### config.mk
export PLATFORM = sky130hd
export DESIGN_NAME = fpan_shifter
export DESIGN_NICKNAME = d
export VERILOG_FILES = /design/src/rtl/fpan_pkg.sv /design/src/rtl/fpan_pan_ctrl.sv /design/src/rtl/fpan_window.sv /design/src/rtl/fpan_select.sv /design/src/rtl/fpan_shifter.sv
export SDC_FILE = /design/constraint.sdc
export NUM_CORES = 1
export LEC_CHECK = 0
export BUFFER_PORTS_ARGS = -buffer_cell sky130_fd_sc_hd__buf_2
export CORE_MARGIN = 5
export CORE_UTILIZATION = 55
export CTS_BUF_LIST = sky130_fd_sc_hd__clkbuf_16
export DETAILED_ROUTE_END_ITERATION = 6
export MAX_ROUTING_LAYER = met4
export PLACE_DENSITY = 0.75
export SYNTH_ARGS = -nofsm -noshare
export SYNTH_HDL_FRONTEND = slang
export SYNTH_SLANG_ARGS = --single-unit
### constraint.sdc
create_clock -name clk -period 2.33 [get_ports clk]
set_input_delay 0.466 -clock clk [delete_from_list [all_inputs] [get_ports clk]]
set_output_delay 0.466 -clock clk [all_outputs]
set_load 0.02 [all_outputs]
### src/rtl/fpan_pkg.sv
// Shared definitions for the fine-pan shifter.
// Assumes: one fetch strobe per byte time, the first one on line_start.
package fpan_pkg;

    // How many byte sets the two-byte window holds for the current line.
    typedef enum logic [1:0] {
        FILL_EMPTY = 2'd0,
        FILL_ONE   = 2'd1,
        FILL_FULL  = 2'd2
    } fill_t;

endpackage

### src/rtl/fpan_pan_ctrl.sv
// Pan control: latches the requested shift on the rising edge of vertical
// sync and picks the effective shift for each scan line at line start.
// Assumes: vsync is synchronous to clk.
module fpan_pan_ctrl #(
    parameter int PAN_W = 3
) (
    input  logic             clk,
    input  logic             rst_n,
    input  logic             vsync,
    input  logic [PAN_W-1:0] pan_in,
    input  logic             line_start,
    input  logic             split_active,
    input  logic             suppress_en,
    output logic [PAN_W-1:0] eff_pan
);

    logic             vsync_q;
    logic [PAN_W-1:0] pan_hold;
    logic             vs_rise;

    assign vs_rise = vsync & ~vsync_q;

    // Remember last vsync level for edge detection.
    always_ff @(posedge clk) begin
        if (!rst_n) vsync_q <= 1'b0;
        else        vsync_q <= vsync;
    end

    // Frame-boundary pan latch.
    always_ff @(posedge clk) begin
        if (!rst_n)       pan_hold <= '0;
        else if (vs_rise) pan_hold <= pan_in;
    end

    // Per-line shift choice, zero on suppressed split lines.
    always_ff @(posedge clk) begin
        if (!rst_n)
            eff_pan <= '0;
        else if (line_start)
            eff_pan <= (split_active && suppress_en) ? '0 : pan_hold;
    end

    assert_pan_only_on_rise_R5: assert property (@(posedge clk) disable iff (!rst_n)
        !(vsync && !vsync_q) |=> $stable(pan_hold));

    assert_line_shift_held_R6: assert property (@(posedge clk) disable iff (!rst_n)
        !line_start |=> $stable(eff_pan));

    assert_split_suppressed_R7: assert property (@(posedge clk) disable iff (!rst_n)
        (line_start && split_active && suppress_en) |=> (eff_pan == '0));

endmodule

### src/rtl/fpan_window.sv
// Two-byte window per plane plus the pixel phase inside the newer byte time.
// Assumes: fetch strobes are spaced exactly PIX cycles apart within a line.
module fpan_window
    import fpan_pkg::*;
#(
    parameter int PLANES = 4,
    parameter int PIX    = 8
) (
    input  logic                    clk,
    input  logic                    rst_n,
    input  logic                    line_start,
    input  logic                    fetch_stb,
    input  logic [PLANES*PIX-1:0]   byte_in,
    output logic [PLANES*PIX-1:0]   win_hi,
    output logic [PLANES*PIX-1:0]   win_lo,
    output logic [$clog2(PIX)-1:0]  phase,
    output logic                    full
);

    fill_t fill;

    // Shift the window by one byte set on each fetch.
    always_ff @(posedge clk) begin
        if (!rst_n) begin
            win_hi <= '0;
            win_lo <= '0;
        end else if (fetch_stb) begin
            win_hi <= win_lo;
            win_lo <= byte_in;
        end
    end

    // Pixel phase counts cycles since the last fetch.
    always_ff @(posedge clk) begin
        if (!rst_n)                       phase <= '0;
        else if (fetch_stb || line_start) phase <= '0;
        else                              phase <= phase + 1'b1;
    end

    // Track how many bytes of the current line are held.
    always_ff @(posedge clk) begin
        if (!rst_n)
            fill <= FILL_EMPTY;
        else if (line_start)
            fill <= fetch_stb ? FILL_ONE : FILL_EMPTY;
        else if (fetch_stb)
            fill <= (fill == FILL_EMPTY) ? FILL_ONE : FILL_FULL;
    end

    assign full = (fill == FILL_FULL);

    assert_new_line_not_full_R4: assert property (@(posedge clk) disable iff (!rst_n)
        line_start |=> !full);

endmodule

### src/rtl/fpan_select.sv
// Per-plane pixel pick from the window at offset phase+shift, registered.
// Assumes: phase + shift never exceeds 2*PIX-2.
module fpan_select #(
    parameter int PLANES = 4,
    parameter int PIX    = 8
) (
    input  logic                   clk,
    input  logic                   rst_n,
    input  logic                   line_start,
    input  logic                   full,
    input  logic [PLANES*PIX-1:0]  win_hi,
    input  logic [PLANES*PIX-1:0]  win_lo,
    input  logic [$clog2(PIX)-1:0] phase,
    input  logic [$clog2(PIX)-1:0] eff_pan,
    output logic [PLANES-1:0]      pix,
    output logic                   pix_valid
);

    localparam int PW = $clog2(PIX);
    localparam int IW = PW + 1;

    logic [IW-1:0]     idx;
    logic [PLANES-1:0] pix_next;

    assign idx = {1'b0, phase} + {1'b0, eff_pan};

    for (genvar gp = 0; gp < PLANES; gp++) begin : g_plane
        logic [2*PIX-1:0] pair;
        logic [2*PIX-1:0] shifted;
        assign pair          = {win_hi[gp*PIX +: PIX], win_lo[gp*PIX +: PIX]};
        assign shifted       = pair << idx;
        assign pix_next[gp]  = shifted[2*PIX-1];
    end

    // Output register for pixel and its qualifier.
    always_ff @(posedge clk) begin
        if (!rst_n) begin
            pix       <= '0;
            pix_valid <= 1'b0;
        end else begin
            pix       <= pix_next;
            pix_valid <= full & ~line_start;
        end
    end

    assert_line_start_blanks_R4: assert property (@(posedge clk) disable iff (!rst_n)
        line_start |=> !pix_valid);

    assert_first_pixel_phase_R4: assert property (@(posedge clk) disable iff (!rst_n)
        $rose(pix_valid) |-> (phase == 1));

endmodule

### src/rtl/fpan_shifter.sv
// Top: fine horizontal pixel panning shifter for planar pixel data.
// Assumes: line_start carries the first fetch strobe; strobes every PIX cycles.
module fpan_shifter #(
    parameter int PLANES        = 4,
    parameter int PIX_PER_BYTE  = 8
) (
    input  logic                              clk,
    input  logic                              rst_n,
    input  logic                              line_start,
    input  logic                              fetch_stb,
    input  logic [PLANES*PIX_PER_BYTE-1:0]    fetch_bytes,
    input  logic                              vsync,
    input  logic [$clog2(PIX_PER_BYTE)-1:0]   pan_in,
    input  logic                              suppress_en,
    input  logic                              split_active,
    output logic [PLANES-1:0]                 pix,
    output logic                              pix_valid
);

    localparam int PW = $clog2(PIX_PER_BYTE);

    logic [PW-1:0]                   eff_pan;
    logic [PLANES*PIX_PER_BYTE-1:0]  win_hi;
    logic [PLANES*PIX_PER_BYTE-1:0]  win_lo;
    logic [PW-1:0]                   phase;
    logic                            full;

    fpan_pan_ctrl #(.PAN_W(PW)) u_pan (
        .clk(clk), .rst_n(rst_n), .vsync(vsync), .pan_in(pan_in),
        .line_start(line_start), .split_active(split_active),
        .suppress_en(suppress_en), .eff_pan(eff_pan)
    );

    fpan_window #(.PLANES(PLANES), .PIX(PIX_PER_BYTE)) u_win (
        .clk(clk), .rst_n(rst_n), .line_start(line_start),
        .fetch_stb(fetch_stb), .byte_in(fetch_bytes),
        .win_hi(win_hi), .win_lo(win_lo), .phase(phase), .full(full)
    );

    fpan_select #(.PLANES(PLANES), .PIX(PIX_PER_BYTE)) u_sel (
        .clk(clk), .rst_n(rst_n), .line_start(line_start), .full(full),
        .win_hi(win_hi), .win_lo(win_lo), .phase(phase), .eff_pan(eff_pan),
        .pix(pix), .pix_valid(pix_valid)
    );

endmodule

Yosys cells after proc, flatten, opt, wreduce, memory -nomap -nowiden:

Cells that the tools add are included.

* $add $sub $neg: 2
* equality and inequality tests: 1
* shift operators: 4
* multiplexer cells: 5
* bitwise gates (word level): 5
* reduce and logical (&&, ||, !) cells: 5

Operators by type and width (number)
* $shl 16x4->16: 4
* $mux 2: 3
* $add 3x3->4: 1
* $add 3x1->3 const B: 1
* $mux 3: 1
* $not 1->1: 3
* $and 1x1->1: 2
* $eq 2x2->1 const B: 1
* $logic_not 2->1: 1
* $reduce_bool 2->1: 1
* $reduce_or 2->1: 1
* $logic_and 1x1->1: 1
* $logic_or 1x1->1: 1
* $mux 1: 1

* flip-flop bits (word level): 81
* output and inout port bits: 5
* word-level logic and storage cells: 31

Longest topological paths before layout:

Gate-level depths: netlist of run 1.

* depth after elaboration: 4
* gate-level depth with buffers: 7
* depth with buffers taken out: 6

By module:

A second synthesis of run 1 with hierarchy kept.

* cell total of the unflattened synthesis: 336
* area total of the unflattened synthesis: 3649.8 um^2

Modules (own cells, without submodules)
* fpan_window: instances 1, cells each 226, area each 2601.2 um^2, sequential area each 1381.3 um^2
* fpan_select: instances 1, cells each 85, area each 778.2 um^2, sequential area each 100.1 um^2
* fpan_pan_ctrl: instances 1, cells each 25, area each 270.3 um^2, sequential area each 140.1 um^2

Worst setup path before layout of run 1:

Ideal clock, no wire load.

* kind: register to register
* start: reg u_pan.eff_pan[0]
* end: reg u_sel.pix[2]
* setup time: 0.116 ns
* arrival: 1.901 ns
* data required time: 2.214 ns
* setup slack: 0.313 ns
* stages on the path, launching flop included: 8
* buffers on the path: 1
* period minus slack after synthesis: 2.017 ns
* path through: dfxtp_1 ha_1 fa_1 buf_2 mux4_2 mux2i_1 nor3_1 a41o_1

* longest elaborated chain between the ends: 2

Ends and longest elaborated chain
* from (decl): RTL line fpan_pan_ctrl.sv:14 `output logic [PAN_W-1:0] eff_pan`
* from (signal assigned): RTL line fpan_pan_ctrl.sv:40 `eff_pan <= (split_active && suppress_en) ? '0 : pan_hold;`
* $add 3x3->4: RTL line fpan_select.sv:25 `assign idx = {1'b0, phase} + {1'b0, eff_pan};`
* $shl 16x4->16: RTL line fpan_select.sv:31 `assign shifted = pair << idx;`
* to (signal assigned): RTL line fpan_select.sv:41 `pix <= pix_next;`
* to (decl): RTL line fpan_select.sv:15 `output logic [PLANES-1:0] pix,`

No other way between the ends.
A chain may end at the register's enable or synchronous reset.

Final worst setup path of run 1:

* start: reg u_pan.eff_pan[0]
* end: reg u_sel.pix[3]

Same word-level chain as after synthesis.

==> results of run 1 <==
==> cell type report <==
class	instances	area [um2]	share of cell area
flip-flops and latches	81	1622	0.4015
clock inverters	6	75.07	0.01859
repair buffers	54	317.8	0.07869
inverters	1	3.754	0.0009294
multi-input cells	236	1702	0.4213
clock buffers	9	225.2	0.05576
well taps	75	93.84	0.02323
==> through the flow <==
step             util  instances
2_1_floorplan       -        339
3_3_place_gp   0.6250        447
3_5_place_dp   0.6250        447
4_1_cts        0.6754        462
5_1_grt        0.6782        462
6_report       0.6782        462
==> metal layers <==
metal | share of wire | global-route usage | vias up
met3 | 0.071 | 0.08007 | 19
met4 | 0.018 | 0.06731 | 0
met5 | 0 | - | -
met2 | 0.49 | 0.3367 | 91
li1 | - | - | 1255
met1 | 0.42 | 0.2469 | 1180
==> sequential cells by signal (all words and copies together) (netlist names) <==
| signal | cells |
|---|---|
| u_pan.vsync_q | 1 |
| u_win.fill | 2 |
| u_pan.pan_hold | 3 |
| u_sel.pix_valid | 1 |
| u_win.win_lo | 32 |
| u_pan.eff_pan | 3 |
| u_win.win_hi | 32 |
| u_sel.pix | 4 |
| u_win.phase | 3 |
==> where the power goes <==
group / switching (mW) / internal, mW / leakage [nW] / total (mW)
registers: 0.0464 / 1.45 / 0.663 / 1.50
clock network: 0.513 / 0.916 / 0.149 / 1.43
logic: 0.144 / 0.137 / 1.07 / 0.281
total: 0.704 / 2.50 / 1.88 / 3.21
==> critical path, stage by stage, from the launching register on <==
cell	delay (ps)
dfxtp_1	320
ha_1	230
fa_2	630
mux4_2	510
nand2_1	90
a21oi_1	90
a41o_1	220
==> cell families (layout without fill, tap and decap cells) <==
group                    Yosys count  count (layout)  share of synthesized area
multiplexers                      82              82                     0.2706
XOR/XNOR                           3               3                    0.01214
AND/OR/NAND/NOR                  126             126                     0.1522
adder cells (fa/ha/maj)            5               5                    0.02059
flip-flops                        81              81                     0.4765
AO/OA/AOI/OAI                     20              20                    0.03971
buffers and inverters             22              70                    0.02831
==> layout by cell type (no fill, tap or decap), drive strengths merged, types with 4 or more instances in the layout <==
cell type	n
ha	4
mux2i	74
a41o	4
nand2	29
nor2	73
a21oi	9
mux4	8
dfxtp	81
nand3	12
clkbuf	9
buf	54
==> timing repair <==
action	CTS	global route
hold endpoints to repair	0	0
hold buffers	0	0
setup endpoints to repair	0	4
setup buffers	0	0
gates resized for setup	0	3
==> worst min-delay path by stage <==
stage	endpoint	slack, ps	cells after the start
3_3_place_gp	u_win.phase[0]	440	1
6_report	u_pan.vsync_q	350	2
4_1_cts	u_pan.vsync_q	340	2
3_5_place_dp	u_win.phase[0]	450	1
5_1_grt	u_pan.vsync_q	350	2
2_1_floorplan	u_win.phase[0]	420	1
==> metrics.txt, run 1 <==
status=completed; CTS Buffer Depth=2; die height=88.66 um; most numerous cell in the Yosys netlist=dfxtp_1; total track usage=0.2116; Final Max Slew Viols=0; Initial Util=0.5714; first-pass GRT wire length=12080 um; ys async rst share=0; HP Start=vsync; worst r2r dst=u_sel.pix[3]; P_leak=1.878 nW; Area Overhead vs Synth=18.68%; fmax=456.0 MHz; critical path type=reg -> reg; vias in the first global route=2485; setup TNS=0 ps; Post-DP Area=3722 um2; number of routed nets with antenna violations=0; Syn. warnings=0; Final HPWL DP=4989 um; # IOs=47; initial antenna violation count=0; Synth top area share=0.4765; core area=5956 um2; maximum number of pins on one net before global-route repair=44; CTS Buf Count=9; syn nets=386; DRT Pass-1 Iters=4; worst min path class=in -> reg; layout filler cell count=484; Setup-failing EPs final=0; clock sink total=81; reg2reg path depth=6; top post-synthesis cells by count=81 x dfxtp_1, 74 x mux2i_1, 73 x nor2_1, 29 x nand2_1, 12 x nand3_1; Post-synth EDFFs=0; Root Driver=clkbuf_16; CTS tree=built; final setup margin=136.8 ps; wire length per cell=16.09 um; max-cap violation count=0; DRT iter0 DRCs=181; Pwr Density=793.7 nW/um2; Final Hold Vio Count=0; total congestion overflow=0; unrepaired setup endpoints after global routing=false; dominant cell type by area after synthesis=dfxtp_1; Critical Path Fanout Max=5; Setup WS pre-CTS=105.7 ps; Critical Path RT=2550 ps; DRC Markers=0; final worst-path cycle share=0.9413; startpoint types=flip-flop; Mean Syn Cell Area=10.04 um2; Synth area leaders=dfxtp_1 48%, mux2i_1 22%, nor2_1 8.1%, mux4_2 5.3%, nand2_1 3.2%; Tot Pwr=3.205 mW; Final Cell Area=4039 um2; count of input and output buffers=46; R2R Path Start=u_pan.eff_pan[0]; Slew @ Worst Pin=598.3 ps; post-route minimum period=2193 ps; Worst Setup EP=u_sel.pix[3]; Worst IR Drop VDD=0.6499 mV; Yosys reg bits=81; post-synthesis instance area=3403 um2; post-synth cell types=27; Worst setup startpoint=u_pan.eff_pan[0]; slew margin rel.=0.6011; Die ar.=7861 um2; global placer's final weighted congestion=0.9166; Horiz. Die Dim=88.66 um; Worst-Skew Late Latency=330 ps; number of antenna cells inserted=0; FF-to-FF setup slack=140 ps; Clk pin slew, worst setup/hold paths=60 ps; Main synth FF type=dfxtp_1; crit path DAT=2420 ps; Routed WL=7435 um; via/cell ratio=5.509; Clock Skews=2.728 ps; Hold WS=350.2 ps; post-synthesis sequential area ratio=0.4765; htree depth=3; nets@finish=430; layout cells sized above 1=0.2016; Worst Setup End Kind=flip-flop; std cell rows=28; routed via count=2545; Mapped Cells=339
Note: power is estimated with default switching activity, not from simulation.
==> run 2, diff against run 1 <==
--- a/config.mk
+++ b/config.mk
@@ -6,6 +6,7 @@
 export NUM_CORES = 1
 export LEC_CHECK = 0
 export BUFFER_PORTS_ARGS = -buffer_cell sky130_fd_sc_hd__buf_2
+export CORE_ASPECT_RATIO = 2
 export CORE_MARGIN = 5
 export CORE_UTILIZATION = 55
 export CTS_BUF_LIST = sky130_fd_sc_hd__clkbuf_16
==> run 2 against run 1 <==
Effect of this change:
- combinational power hardly changed
- die area grew 1.2%
- flip-flop and latch count is the same
- largest cell class unchanged
- critical path type unchanged
- critical path depth unchanged
- final cell count decreased by 1.7%
- utilization decreased by 1.6 points
- routed wire length rose by 0.50%
==> metrics.txt, run 2 (synthesis gave the netlist of run 1 again) <==
status=completed; commonest non-fill, non-tap cell in the layout=dfxtp_1; Critical Path RT=2560 ps; maximum number of pins on one net before global-route repair=35; CP peak stage delay=630 ps; Routed WL=7472 um; htree depth=3; fmax=458.0 MHz; Initial Util=0.5667; CTS Buf Count=9; CTS tree=built; Critical Path Fanout Max=8; most frequent cells in the layout=81 x dfxtp_1, 74 x mux2i_1, 73 x nor2_1; Clock Skews=3.197 ps; Clk pin slew, worst setup/hold paths=60 ps; final core utilization=0.6619; nets@finish=433; vias in the first global route=2718; Post-DP Area=3717 um2; worst min path class=in -> reg; setup TNS=0 ps; Worst IR Drop VDD=0.4912 mV; slew margin rel.=0.6045; Die ar.=7956 um2; Setup-failing EPs final=0; Tot Pwr=2.999 mW; CP Cell Sequence=ha_1, fa_2, buf_4, nor2b_1, nand3_1, a41o_1; max-cap violation count=0; post-route minimum period=2184 ps; Final Max Slew Viols=0; Post-CTS Setup Repair Bufs=0; total track usage=0.2117; final worst-path cycle share=0.9372; Pwr Density=754.4 nW/um2; Hold WS=346.5 ps; Root Driver=clkbuf_16; Largest regs=u_win.win_hi x32, u_win.win_lo x32, u_sel.pix x4; layout cells sized above 1=0.2072; critical path type=reg -> reg; Final Hold Vio Count=0; # IOs=47; number of routed nets with antenna violations=0; CTS Buffer Depth=2; Slew @ Worst Pin=593.2 ps; via/cell ratio=5.595; P_leak=1.874 nW; Horiz. Die Dim=65.62 um; dpl cells=438; crit path DAT=2420 ps; startpoint types=flip-flop; Worst Setup End Kind=flip-flop; DRC Markers=0; wire length per cell=16.46 um; slowest CP cell=fa_2; Final Cell Area=3975 um2; clock sink total=81; Worst-Skew Late Latency=340 ps; Final HPWL DP=5254 um; final setup margin=146.4 ps; die height=121.2 um; core area=6006 um2; DRT Pass-1 Iters=5; Setup WS pre-CTS=62.65 ps; initial antenna violation count=0; number of antenna cells inserted=0; Area Overhead vs Synth=16.80%; routed via count=2540; DRT iter0 DRCs=148; std cell rows=40; first-pass GRT wire length=12480 um; layout filler cell count=522; total congestion overflow=0; global placer's final weighted congestion=0.7859; count of input and output buffers=46; fin cells=454; unrepaired setup endpoints after global routing=false
[run 2: power breakdown]
| group | switching [mW] | internal (mW) | total [mW] | leakage (nW) |
|---|---|---|---|---|
| Combinational | 0.141 | 0.137 | 0.278 | 1.07 |
| Clock | 0.526 | 0.699 | 1.22 | 0.136 |
| Sequential | 0.0474 | 1.45 | 1.50 | 0.663 |
[run 2: final timing paths]
check / startpoint / endpoint / slack (ps) / cells after the start
worst max-delay path: u_pan.eff_pan[0] / u_sel.pix[3] / 150 / 6
worst min-delay path: vsync / u_pan.vsync_q / 350 / 2
worst max register to register: u_pan.eff_pan[0] / u_sel.pix[3] / 150 / 6
worst min register to register: u_win.phase[0] / u_win.phase[0] / 470 / 1
[run 2: per-layer routing]
| layer | vias up | global-route usage | routed length (um) |
|---|---|---|---|
| li1 | 1253 | - | - |
| met1 | 1214 | 0.2327 | 3030 |
| met2 | 59 | 0.3444 | 3905 |
| met3 | 14 | 0.06209 | 325 |
| met4 | 0 | 0.1013 | 210 |
| met5 | - | - | 0 |
[run 2: worst max-delay path, delay by kind of cell (launching register included)]
| kind | cells | cell delay [ps] |
|---|---|---|
| buffers and inverters | 1 | 200 |
| AOI/OAI and AO/OA | 1 | 260 |
| DFF | 1 | 320 |
| adders and majority gates | 2 | 860 |
| and+or+nand+nor | 2 | 440 |
[run 2: cell type report]
type,instances,area (um2),area share
well taps,63,78.83,0.01983
flip-flops and latches,81,1622,0.4079
inverters,1,3.754,0.0009443
multi-input cells,236,1688,0.4246
clock inverters,7,30.03,0.007554
clock buffers,9,225.2,0.05666
repair buffers,57,327.8,0.08247
[run 2: what timing repair did]
item,4_1_cts,5_1_grt
hold buffers,0,0
setup endpoints to repair,0,1
gates resized for setup,0,1
==> run 3, diff against run 2 <==
--- a/config.mk
+++ b/config.mk
@@ -6,13 +6,17 @@
 export NUM_CORES = 1
 export LEC_CHECK = 0
 export BUFFER_PORTS_ARGS = -buffer_cell sky130_fd_sc_hd__buf_2
+export CAP_MARGIN = 20
+export CELL_PAD_IN_SITES_DETAIL_PLACEMENT = 0
+export CELL_PAD_IN_SITES_GLOBAL_PLACEMENT = 1
 export CORE_ASPECT_RATIO = 2
 export CORE_MARGIN = 5
-export CORE_UTILIZATION = 55
+export CORE_UTILIZATION = 44
 export CTS_BUF_LIST = sky130_fd_sc_hd__clkbuf_16
 export DETAILED_ROUTE_END_ITERATION = 6
 export MAX_ROUTING_LAYER = met4
-export PLACE_DENSITY = 0.75
+export PLACE_DENSITY = 0.77
+export REMOVE_ABC_BUFFERS = 1
 export SYNTH_ARGS = -nofsm -noshare
 export SYNTH_HDL_FRONTEND = slang
 export SYNTH_SLANG_ARGS = --single-unit
==> run 3 against run 2 <==
Effect of this change:
- global-route usage down 5.1 points
- via count decreased by 2.6%
- hold slack gained 8.3 ps
- final cell count increased by 6.4%
- register-to-register slack improved by 40 ps
- sequential share of layout area is 0.54 points lower
- clock-buffer cell count unchanged
- routed wire length is 4.8% lower
- power down 0.14%
- cell area rose by 1.4%
- largest cell class unchanged
==> metrics.txt, run 3 (synthesis gave the netlist of run 1 again) <==
Slew @ Worst Pin=620.9 ps; Clk pin slew, worst setup/hold paths=60 ps; vias in the first global route=2460; CTS Buffer Depth=2; most frequent cells in the layout=81 x dfxtp_1, 74 x mux2i_1, 73 x nor2_1; max-cap violation count=0; fmax=465.6 MHz; Final HPWL DP=5176 um; startpoint types=flip-flop; Hold WS=354.8 ps; nets@finish=431; Setup WS pre-CTS=167.1 ps; DRT Pass-1 Iters=4; Final Hold Vio Count=0; Clock Skews=3.712 ps; unrepaired setup endpoints after global routing=false; wire length per cell=14.73 um; Pwr Density=743.2 nW/um2; die height=134.4 um; Hold-fix buffers, CTS=0; layout filler cell count=732; Routed WL=7117 um; setup TNS=0 ps; Critical Path Fanout Max=5; core area=7601 um2; count of input and output buffers=46; Die ar.=9700 um2; final setup margin=182.2 ps; post-route minimum period=2148 ps; commonest non-fill, non-tap cell in the layout=dfxtp_1; worst min path class=in -> reg; Worst Setup End Kind=flip-flop; CTS tree=built; critical path type=reg -> reg; total track usage=0.1610; crit path DAT=2370 ps; htree depth=3; Critical Path RT=2550 ps; global placer's final weighted congestion=0.8206; Area Overhead vs Synth=18.38%; final worst-path cycle share=0.9218; clock sink total=81; total congestion overflow=0; R2R Path Start=u_pan.eff_pan[0]; Initial Util=0.4477; Largest regs=u_win.win_hi x32, u_win.win_lo x32, u_sel.pix x4; number of antenna cells inserted=0; Worst IR Drop VDD=0.3817 mV; number of routed nets with antenna violations=0; Horiz. Die Dim=72.19 um; layout cells sized above 1=0.2057; maximum number of pins on one net before global-route repair=67; post-CTS sizing=0; status=completed; HP Start=vsync; P_leak=1.868 nW; routed via count=2473; Root Driver=clkbuf_16; CTS Buf Count=9; Worst setup startpoint=u_pan.eff_pan[0]; # IOs=47; DRT iter0 DRCs=151; first-pass GRT wire length=11820 um; DRC Markers=0; Worst-Skew Late Latency=330 ps; final core utilization=0.5300; std cell rows=45; slew margin rel.=0.5861; via/cell ratio=5.120; initial antenna violation count=0; Setup-failing EPs final=0; Post-CTS Setup Repair Bufs=0; Final Max Slew Viols=0
==> run 3: per-layer routing <==
layer,up-vias,track usage,part of all wire
met2,42,0.2690,0.53
met3,8,0.03076,0.035
met5,-,-,0
li1,1261,-,-
met1,1162,0.1808,0.41
met4,0,0.07636,0.023
==> run 3: path summary, 6_finish.rpt <==
kind         slack, ps  cells after the start             end
max reg2reg        180                      6    u_sel.pix[3]
min                350                      2   u_pan.vsync_q
max                180                      6    u_sel.pix[3]
min reg2reg        450                      1  u_win.phase[0]
==> run 3: cell type report <==
| type | count | area (um2) | share of cell area |
|---|---|---|---|
| clock buffer | 9 | 225.2 | 0.05590 |
| timing repair buffer | 55 | 337.8 | 0.08385 |
| tap | 94 | 117.6 | 0.02919 |
| inverter | 1 | 3.754 | 0.0009317 |
| clock inverter | 7 | 37.54 | 0.009317 |
| multi-input combinational | 236 | 1685 | 0.4183 |
| sequential | 81 | 1622 | 0.4025 |
==> run 3: worst max-delay path, cell delays in order (launching register included) <==
cell,delay [ps]
dfxtp_1,310
ha_1,220
fa_1,630
mux4_2,530
nand2_1,80
a21oi_1,60
a41o_1,210
==> run 3: power breakdown <==
group,switching [mW],internal (mW),total (mW),leakage [nW]
clock,0.518,0.706,1.22,0.126
combinational,0.137,0.138,0.275,1.08
sequential,0.0469,1.45,1.50,0.663
==> run 3: metrics by stage <==
step           power, mW  std cells  cell area (um2)
5_1_grt            3.128        483             4029
3_3_place_gp       1.798        467             3766
6_report           2.994        483             4029
3_5_place_dp       1.804        467             3766
2_1_floorplan      1.674        318             3311
4_1_cts            3.036        483             4029
